--- src/rtl/idct4_pkg.sv ---
package idct4_pkg;
  localparam int COEF_W  = 16;
  localparam int PIX_W   = 8;
  localparam int BLK     = 8;
  localparam int OUT_N   = 4;
  localparam int ACC_W   = 32;
  localparam int FRAC_W  = 13;
  localparam int EVEN_SH = FRAC_W + 1;
  localparam int P1_SH   = FRAC_W - 1;
  localparam int DC_SH   = EVEN_SH - P1_SH;
  localparam int P2_SH   = 3;
  localparam int CENTER  = 1 << (PIX_W - 1);

  localparam int NCOEF     = BLK * BLK;
  localparam int IDX_W     = $clog2(NCOEF);
  localparam int COL_W     = $clog2(BLK);
  localparam int ROW_W     = $clog2(OUT_N);
  localparam int NPIX      = OUT_N * OUT_N;
  localparam int PIX_IDX_W = $clog2(NPIX);

  // kernel constants, scaled by 2^FRAC_W
  localparam int K_E2 = 15137;
  localparam int K_E6 = 6270;
  localparam int K_P1 = 8697;
  localparam int K_P3 = 17799;
  localparam int K_P5 = 11893;
  localparam int K_P7 = 1730;
  localparam int K_Q1 = 20995;
  localparam int K_Q3 = 7373;
  localparam int K_Q5 = 4926;
  localparam int K_Q7 = 4176;

  typedef enum logic [1:0] {ST_LOAD, ST_COLS, ST_ROWS, ST_EMIT} phase_t;

  typedef struct packed {
    logic                 load;
    logic [IDX_W-1:0]     loadIdx;
    logic                 cols;
    logic [COL_W-1:0]     colSel;
    logic                 rows;
    logic [ROW_W-1:0]     rowSel;
    logic [PIX_IDX_W-1:0] outIdx;
  } strobe_t;
endpackage

--- src/rtl/idct4_kernel.sv ---
module idct4_kernel
  import idct4_pkg::*;
#(
  parameter int XW = COEF_W,
  parameter int AW = ACC_W
) (
  input  logic signed [XW-1:0] x0,
  input  logic signed [XW-1:0] x1,
  input  logic signed [XW-1:0] x2,
  input  logic signed [XW-1:0] x3,
  input  logic signed [XW-1:0] x5,
  input  logic signed [XW-1:0] x6,
  input  logic signed [XW-1:0] x7,
  output logic signed [AW-1:0] y0,
  output logic signed [AW-1:0] y1,
  output logic signed [AW-1:0] y2,
  output logic signed [AW-1:0] y3
);
  logic signed [AW-1:0] w0, w1, w2, w3, w5, w6, w7;
  logic signed [AW-1:0] t0, t2, e10, e12, oddP, oddQ;

  assign w0 = AW'(x0);
  assign w1 = AW'(x1);
  assign w2 = AW'(x2);
  assign w3 = AW'(x3);
  assign w5 = AW'(x5);
  assign w6 = AW'(x6);
  assign w7 = AW'(x7);

  // even part
  assign t0  = w0 <<< EVEN_SH;
  assign t2  = w2 * AW'(K_E2) - w6 * AW'(K_E6);
  assign e10 = t0 + t2;
  assign e12 = t0 - t2;

  // two odd sums
  assign oddP = w1 * AW'(K_P1) - w3 * AW'(K_P3) + w5 * AW'(K_P5) - w7 * AW'(K_P7);
  assign oddQ = w1 * AW'(K_Q1) + w3 * AW'(K_Q3) - w5 * AW'(K_Q5) - w7 * AW'(K_Q7);

  // asymmetric butterfly
  assign y0 = e10 + oddQ;
  assign y3 = e10 - oddQ;
  assign y1 = e12 + oddP;
  assign y2 = e12 - oddP;
endmodule

--- src/rtl/idct4_ctrl.sv ---
module idct4_ctrl
  import idct4_pkg::*;
(
  input  logic    clk,
  input  logic    rst,
  input  logic    inValid,
  input  logic    outReady,
  output logic    inReady,
  output logic    outValid,
  output strobe_t stb
);
  phase_t           phase;
  logic [IDX_W-1:0] cnt;
  logic             step;
  logic             last;
  phase_t           nextPhase;

  always_comb begin
    step      = 1'b1;
    last      = 1'b0;
    nextPhase = phase;
    unique case (phase)
      ST_LOAD: begin
        step      = inValid;
        last      = (cnt == IDX_W'(NCOEF - 1));
        nextPhase = ST_COLS;
      end
      ST_COLS: begin
        last      = (cnt == IDX_W'(BLK - 1));
        nextPhase = ST_ROWS;
      end
      ST_ROWS: begin
        last      = (cnt == IDX_W'(OUT_N - 1));
        nextPhase = ST_EMIT;
      end
      ST_EMIT: begin
        step      = outReady;
        last      = (cnt == IDX_W'(NPIX - 1));
        nextPhase = ST_LOAD;
      end
      default: ;
    endcase
  end

  always_ff @(posedge clk) begin
    if (rst) begin
      phase <= ST_LOAD;
      cnt   <= '0;
    end else if (step) begin
      if (last) begin
        phase <= nextPhase;
        cnt   <= '0;
      end else begin
        cnt <= cnt + IDX_W'(1);
      end
    end
  end

  assign inReady  = (phase == ST_LOAD);
  assign outValid = (phase == ST_EMIT);

  always_comb begin
    stb.load    = inReady && inValid;
    stb.loadIdx = cnt;
    stb.cols    = (phase == ST_COLS);
    stb.colSel  = cnt[COL_W-1:0];
    stb.rows    = (phase == ST_ROWS);
    stb.rowSel  = cnt[ROW_W-1:0];
    stb.outIdx  = cnt[PIX_IDX_W-1:0];
  end
endmodule

--- src/rtl/idct4_dp.sv ---
module idct4_dp
  import idct4_pkg::*;
#(
  parameter int CW = COEF_W,
  parameter int PW = PIX_W,
  parameter int AW = ACC_W
) (
  input  logic                 clk,
  input  strobe_t              stb,
  input  logic signed [CW-1:0] inCoef,
  input  logic signed [CW-1:0] inQuant,
  output logic [PW-1:0]        outPixel
);
  localparam int PMAX = (1 << PW) - 1;

  logic signed [CW-1:0] coefMem [NCOEF];
  logic signed [CW-1:0] midBuf  [OUT_N][BLK];
  logic [PW-1:0]        pixBuf  [NPIX];

  // dequantize on the way in, keep the low half of the product
  logic signed [2*CW-1:0] prod;
  logic                   unusedProd;
  assign prod       = inCoef * inQuant;
  assign unusedProd = ^prod[2*CW-1:CW];

  always_ff @(posedge clk) begin
    if (stb.load) coefMem[stb.loadIdx] <= prod[CW-1:0];
  end

  // kernel operand select: column of the store, or row of the buffer
  function automatic logic signed [CW-1:0] pick(input int k);
    logic [COL_W-1:0] kk;
    kk = k[COL_W-1:0];
    if (stb.rows) return midBuf[stb.rowSel][kk];
    return coefMem[{kk, stb.colSel}];
  endfunction

  logic signed [CW-1:0] x0, x1, x2, x3, x5, x6, x7;
  assign x0 = pick(0);
  assign x1 = pick(1);
  assign x2 = pick(2);
  assign x3 = pick(3);
  assign x5 = pick(5);
  assign x6 = pick(6);
  assign x7 = pick(7);

  logic signed [AW-1:0] ys [OUT_N];

  idct4_kernel #(.XW(CW), .AW(AW)) u_kernel (
    .x0(x0), .x1(x1), .x2(x2), .x3(x3), .x5(x5), .x6(x6), .x7(x7),
    .y0(ys[0]), .y1(ys[1]), .y2(ys[2]), .y3(ys[3])
  );

  logic acZero;
  assign acZero = ((x1 | x2 | x3 | x5 | x6 | x7) == '0);

  logic [CW-1:0] colVal [OUT_N];
  logic [PW-1:0] pixVal [OUT_N];

  for (genvar r = 0; r < OUT_N; r++) begin : g_lane
    // column pass descale: rounding shift, narrow
    logic [AW:0] rnd;
    logic        unusedRnd;
    assign rnd       = {ys[r][AW-1], ys[r]} + (AW+1)'(1 << (P1_SH - 1));
    assign unusedRnd = ^{rnd[P1_SH-1:0], rnd[AW:P1_SH+CW]};
    assign colVal[r] = acZero ? CW'(x0 <<< DC_SH) : rnd[P1_SH +: CW];

    // row pass descale: high half, rounding shift, recenter, clamp
    logic signed [CW-1:0] hi;
    logic signed [CW:0]   rsh;
    logic signed [CW:0]   ctr;
    logic                 unusedLow;
    assign hi        = ys[r][AW-1 -: CW];
    assign unusedLow = ^ys[r][AW-CW-1:0];
    assign rsh       = ($signed({hi[CW-1], hi}) + (CW+1)'(1 << (P2_SH - 1))) >>> P2_SH;
    assign ctr       = rsh + (CW+1)'(CENTER);
    assign pixVal[r] = (ctr < 0) ? '0 :
                       (ctr > (CW+1)'(PMAX)) ? PW'(PMAX) : ctr[PW-1:0];
  end

  always_ff @(posedge clk) begin
    if (stb.cols) begin
      for (int r = 0; r < OUT_N; r++) midBuf[r][stb.colSel] <= colVal[r];
    end
    if (stb.rows) begin
      for (int c = 0; c < OUT_N; c++) pixBuf[{stb.rowSel, c[ROW_W-1:0]}] <= pixVal[c];
    end
  end

  assign outPixel = pixBuf[stb.outIdx];
endmodule

--- src/rtl/idct4_reduce.sv ---
module idct4_reduce
  import idct4_pkg::*;
#(
  parameter int CW = COEF_W,
  parameter int PW = PIX_W
) (
  input  logic                 clk,
  input  logic                 rst,
  input  logic                 inValid,
  output logic                 inReady,
  input  logic signed [CW-1:0] inCoef,
  input  logic signed [CW-1:0] inQuant,
  output logic                 outValid,
  input  logic                 outReady,
  output logic [PW-1:0]        outPixel
);
  strobe_t stb;

  idct4_ctrl u_ctrl (
    .clk(clk), .rst(rst), .inValid(inValid), .outReady(outReady),
    .inReady(inReady), .outValid(outValid), .stb(stb)
  );

  idct4_dp #(.CW(CW), .PW(PW), .AW(ACC_W)) u_dp (
    .clk(clk), .stb(stb), .inCoef(inCoef), .inQuant(inQuant), .outPixel(outPixel)
  );
endmodule

--- config.mk ---
export PLATFORM = sky130hd
export DESIGN_NAME = idct4_reduce
export DESIGN_NICKNAME = d
export VERILOG_FILES = /design/src/rtl/idct4_pkg.sv /design/src/rtl/idct4_kernel.sv /design/src/rtl/idct4_ctrl.sv /design/src/rtl/idct4_dp.sv /design/src/rtl/idct4_reduce.sv
export SDC_FILE = /design/constraint.sdc
export NUM_CORES = 2
export LEC_CHECK = 0
export CORE_MARGIN = 8
export CORE_UTILIZATION = 60
export CTS_BUF_LIST = sky130_fd_sc_hd__clkbuf_8 sky130_fd_sc_hd__clkbuf_16
export CTS_CLUSTER_DIAMETER = 100
export DETAILED_ROUTE_END_ITERATION = 16
export PLACE_DENSITY = 0.76
export SLEW_MARGIN = 5
export SYNTH_ARGS = -nofsm -noshare
export SYNTH_HDL_FRONTEND = slang
export SYNTH_SLANG_ARGS = --single-unit
--- constraint.sdc ---
create_clock -name clk -period 21.5 [get_ports clk]
set_clock_uncertainty 0.05 [all_clocks]
set_input_delay 2.15 -clock clk [delete_from_list [all_inputs] [get_ports clk]]
set_output_delay 2.15 -clock clk [all_outputs]
set_load 0.1 [all_outputs]
* After elaboration in Yosys (flattened, before gate mapping)
Memories as Yosys holds them, arrays and structs flattened. A register that Yosys moved wholly into a read port is not among the register bits.
Index checks and enable logic that the tools add are counted.
** Word-level totals
- Register bits after elaboration :: 8
- Bits in writable memories :: 1664
- Input port bits :: 36
- Output and inout port bits :: 10
- Word-level logic and storage cells :: 126
- Memories kept :: 3
** Cells by class
- Add/sub/neg operators :: 26
- $mul :: 11
- $lt $le $gt $ge :: 10
- Equal/unequal tests :: 7
- Multiplexer cells :: 56
- Bitwise logic cells :: 6
- Reduce and logical (&&, ||, !) cells :: 5
** Memories
- u_dp.coefMem :: depth 64, width 16, read ports 7, clocked after memory_dff 7, write ports 1, line idct4_dp.sv:16 : logic signed [CW-1:0] coefMem [NCOEF];
- u_dp.midBuf :: depth 4, width 128, read ports 1, clocked after memory_dff 1, write ports 4, line idct4_dp.sv:17 : logic signed [CW-1:0] midBuf [OUT_N][BLK];
- u_dp.pixBuf :: depth 16, width 8, read ports 1, clocked after memory_dff 1, write ports 4, line idct4_dp.sv:18 : logic [PW-1:0] pixBuf [NPIX];
** Operator list (number)
- 16-bit two-way mux :: 19
- 128-bit two-way mux :: 1
- 28-bit by 13-bit adder with 28-bit output, second input constant :: 4
- 16-bit by 15-bit multiplier with 31-bit output, second input constant :: 3
- 6-bit two-way mux :: 15
- 16-bit bitwise OR :: 5
- 16-bit by 4-bit adder with 17-bit output, second input constant :: 4
- 32-bit adder :: 2
- 16-bit by 16-bit multiplier with 32-bit output, second input constant :: 2
- 8-bit two-way mux :: 8
- 32-bit by 30-bit subtractor with 32-bit output :: 2
- 32-bit subtractor :: 2
- 14-bit by 9-bit adder with 15-bit output, second input constant :: 4
- 15-bit by 9-bit greater-than comparator with 1-bit output, second input constant :: 4
- 15-bit by 1-bit < comparator with 1-bit output, second input constant :: 4
- 16-bit by 13-bit multiplier with 29-bit output, second input constant :: 2
- 16-bit demux with 3-bit select :: 1
- 30-bit by 32-bit adder with 32-bit output :: 1
- 32-bit by 30-bit adder with 32-bit output :: 1
- 32-bit by 31-bit adder with 32-bit output :: 1
- 30-bit by 32-bit subtractor with 32-bit output :: 1
- 31-bit by 30-bit subtractor with 32-bit output :: 1
- 31-bit by 32-bit subtractor with 32-bit output :: 1
- 32-bit by 28-bit subtractor with 32-bit output :: 1
- other kinds (24) :: 32

* Depth between registers and ports, before layout
- Depth in word-level cells :: 13
- Depth in mapped cells :: 77
- Gate-level depth less buffers :: 68

* By module
A second synthesis with hierarchy kept.
** Unflattened totals
- Cell total of the unflattened synthesis :: 9169
- Area, all modules :: 115605.9 um2
** Modules (own cells, without submodules)
- idct4_dp :: times used 1, cells an instance 3451, area an instance 63213.1 um2, seq. area each 44202.4 um2
- idct4_kernel :: times used 1, cells an instance 5663, area an instance 51861.0 um2, seq. area each 0.0 um2
- idct4_ctrl :: times used 1, cells an instance 55, area an instance 531.8 um2, seq. area each 160.2 um2

* Least setup slack after synthesis
OpenSTA, ideal clock, no wires.
- Kind :: register -> register
- Start :: reg with a tool-made name
- End :: mem u_dp.pixBuf[11][7] (netlist name) (data pin)
- Setup time :: 0.292 ns
- Arrival :: 17.263 ns
- Required time :: 21.158 ns
- Slack :: 3.895 ns
- Cell stages (with the launch flop) :: 67
- Buffers on the path :: 8
- Clock period less this slack :: 17.605 ns
- Path through :: dfxtp_1 -> buf_4 -> buf_2 -> buf_2 -> buf_2 -> buf_2 -> clkbuf_1 -> buf_1 -> mux4_2 -> a21oi_1 -> inv_1 -> fa_1 -> inv_1 -> fa_1 -> fa_1 -> inv_1 -> ha_1 -> inv_1 -> [... 31 more ...] -> nor2_1 -> ha_1 -> inv_1 -> and3_1 -> nor2_1 -> ha_1 -> clkbuf_1 -> inv_1 -> nand2_1 -> o22ai_1 -> or4b_4 -> or4_1 -> nand3_2 -> xor2_2 -> or4_1 -> a211o_1 -> a311oi_4 -> a31oi_1
** RTL lines (line)
- end, declared :: idct4_dp.sv:18

==> summary.md <==
| Metric | Value |
|---|---|
| FILL cells | `13700` |
| Clock slew at reported path FFs | `60 ps` |
| Max Cap Viol | `0` |
| R2R setup slack | `2230 ps` |
| CP max FO | `32` |
| Total Routing Usage GR | `32.5%` |
| Avg Cell Area, Syn | `~13 um2` |
| Crit start category | `register` |
| Clock Tree Buf Depth | `3` |
| Syn Inst Count | `9112` |
| Worst Hold Class | `register to register` |
| Post-Syn Area | `114000 um2` |
| Number of global-route vias before repair | `76100` |
| Share of layout cells above drive strength 1 | `9.38%` |
| Die Ht | `~450 um` |
| RSZ-0062 raised after global routing | `no` |
| Via-to-Cell Ratio | `6.16` |
| Outcome | `complete, no violations` |
| Post-CTS sizing | `0` |
| Worst Tran Pin Value | `1420 ps` |
| Sequential element share of the synthesized area | `38.8%` |
| Ys async rst share | `0%` |
| CTS Hold Buffers Added | `0` |
| Final period util | `89.6%` |
| I/O pin count | `46` |
| Area growth, synth to finish | `7.85%` |
| Setup-failing EPs final | `0` |
| Antenna-violating nets left | `0` |
| Worst setup margin | `around 2200 ps` |
| Starting Density | `roughly three fifths` |
| DP HPWL | `255000 um` |
| Final nets | `between 10000 and 15000` |
| Post-Route WL | `332000 um` |
| HP Start | `u_ctrl.phase[0]` |
| Fin util | `65.0%` |
| Rows | `160` |
| CTS H-tree lvls | `4` |
| Post-Syn Nets | `11400` |
| Synth Register Bits | `1484` |
| CTS tree | `built` |
| Pins Over Slew Limit | `0` |
| CP most frequent cell | `fa_1` |
| Worst-case hold path end point | `u_ctrl.phase[0]` |
| Largest net degree at the start of global routing | `79` |
| Initial antenna violation count | `11` |
| Worst endpoint data arrival time | `19660 ps` |
| Reg-to-reg endpoint | `u_dp.pixBuf[10][7]` |
| Post-synth cell types | `110` |
| Max frequency | `around 0.052 GHz` |
| Critical Path Sink Type | `register` |
| Reg2Reg Depth | `58` |
| Min cycle time layout | `19270 ps` |
| CP Class | `register to register` |
| Number of DRC markers in iteration 0 | `about 8400` |
| Gp weighted congestion | `just over 1` |
| IO Port Bufs | `45` |
| Critical path required time | `21890 ps` |
| Dpl ws | `2500 ps` |
| Commonest non-fill, non-tap cells in the layout | `2017 x inv_1, 1472 x edfxtp_1, 1179 x ha_1` |
| Commonest non-fill, non-tap cell in the layout | `inv_1` |
| Drt drc | `0` |
| Min-Delay Path Depth | `2` |
| Crit-path slowest cell | `a2111oi_4` |
| Clock sink total | `1484` |
| Setup TNS | `0 ps` |
| Routed WL per cell | `27.9 um` |
| Yosys warns | `0` |
| Clk root buf | `clkbuf_16` |
| Cts bufs inserted | `about 140` |
| Die Area | `205000 um2` |
| CORE AREA | `190000 um2` |
| DR vias | `73500` |
| Final Hold Fails | `0` |
| DRT Pass-1 Iters | `8` |
| Post-CTS setup buffers | `0` |
| Synth Flop Type | `edfxtp_1` |
| Worst-Skew Late Latency | `790 ps` |
| Post-synth EDFFs | `1472` |
| Die Wd | `453 um` |
| CP max stage delay | `around 800 ps` |
| First-pass GRT wire length | `between 400000 and 500000 um` |
| Gr ovfl total | `0` |
| Max_slew headroom | `5.36%` |
-- cell families (layout without fill, tap and decap cells) --
kind of cell / Yosys count / after routing / synth area share [%]
AOI/OAI and AO/OA: 951 / 951 / 5.30
xor gates and xnor gates: 461 / 461 / 3.57
adders and majority gates: 2216 / 2216 / 31.0
buffers and inverters: 2193 / 2480 / 7.22
DFF: 1484 / 1484 / 38.8
muxes: 526 / 526 / 8.73
other: 1 / 7 / 0.00328
and+or+nand+nor: 1280 / 1280 / 5.39
-- cells in the mapped netlist, types with 13 or more instances --
cell type / count / area (um2)
o21a_1: 43 / 323
o21bai_1: 56 / 420
o31ai_1: 19 / 143
nand3_1: 58 / 290
a21oi_1: 393 / 1970
nor2_1: 459 / 1720
or2_2: 17 / 106
nand2_1: 272 / 1020
nand2b_1: 42 / 263
and2_1: 82 / 513
edfxtp_1: 1472 / 44200
fa_1: 1031 / 20600
a21o_1: 56 / 420
ha_1: 1183 / 14800
o21ai_0: 156 / 781
buf_1: 58 / 218
nor2b_1: 49 / 307
a31oi_1: 24 / 150
xnor2_1: 328 / 2870
and3_1: 42 / 263
o211ai_1: 17 / 128
nor4_1: 29 / 181
clkbuf_1: 125 / 469
mux4_2: 376 / 8470
a21boi_0: 19 / 143
buf_2: 23 / 115
nor3_1: 89 / 445
mux2i_1: 142 / 1420
nand3b_1: 13 / 97.6
nand4_1: 30 / 188
inv_1: 1985 / 7450
a211oi_1: 23 / 173
or3_1: 26 / 163
xor2_1: 128 / 1120
or4_1: 23 / 173
-- state kept, by name, indices dropped and copies added (netlist names), named ones only --
signal and flops:
u_dp.midBuf 448, u_dp.pixBuf 128, u_ctrl.phase 2, u_dp.coefMem 896, u_ctrl.cnt 6
-- worst max-delay path, delay by kind of cell, from the launching register on --
kind | cells | cell delay, ps
compound gates | 21 | 5980
xor+xnor | 1 | 660
fa+ha+maj | 16 | 6890
buf+inv | 10 | 1510
flops | 1 | 790
mux | 3 | 1160
simple gates | 7 | 1790
-- final cells by class --
type / instances / area [um2] / share of cell area, %
multi-input combinational: 5435 / 62100 / 50.2
sequential: 1484 / 44500 / 36.0
inverter: 1986 / 7450 / 6.04
clock buffer: 143 / 3580 / 2.90
tap: 2511 / 3140 / 2.54
timing repair buffer: 249 / 1990 / 1.62
clock inverter: 102 / 796 / 0.644
antenna: 6 / 15.0 / 0.0122
-- layer usage --
layer / vias up / share of wire, % / wire length [um] / track usage [%]
met2: 4120 / 45 / 149000 / 50.5
met3: 761 / 10 / 33600 / 6.26
met1: 37300 / 39 / 129000 / 44.5
li1: 31300 / - / - / -
met4: 6 / 5.9 / 19600 / 15.6
met5: - / 0.010 / 34 / 0
-- worst max path at each step --
stage | startpoint | to | depth (start not counted)
finish | register | u_dp.pixBuf[10][7] | 58
global route | register | u_dp.pixBuf[10][7] | 61
CTS | register | u_dp.pixBuf[14][3] | 61
detailed placement | register | u_dp.pixBuf[10][3] | 61
global placement | register | u_dp.pixBuf[6][7] | 61
floorplan | register | u_dp.pixBuf[11][7] | 66
-- stage by stage --
stage | instances | hold slack, ps | cell area [um2]
floorplan | 9112 | 455 | 114000
global placement | 11700 | 473 | 119000
detailed placement | 11700 | 487 | 119000
CTS | 11900 | 495 | 123000
global route | 11900 | 518 | 123000
finish | 11900 | 498 | 123000
Power is left out: the tool's default activity adds up to more than one toggle a clock period on the data nets, which glitch-free logic cannot reach.
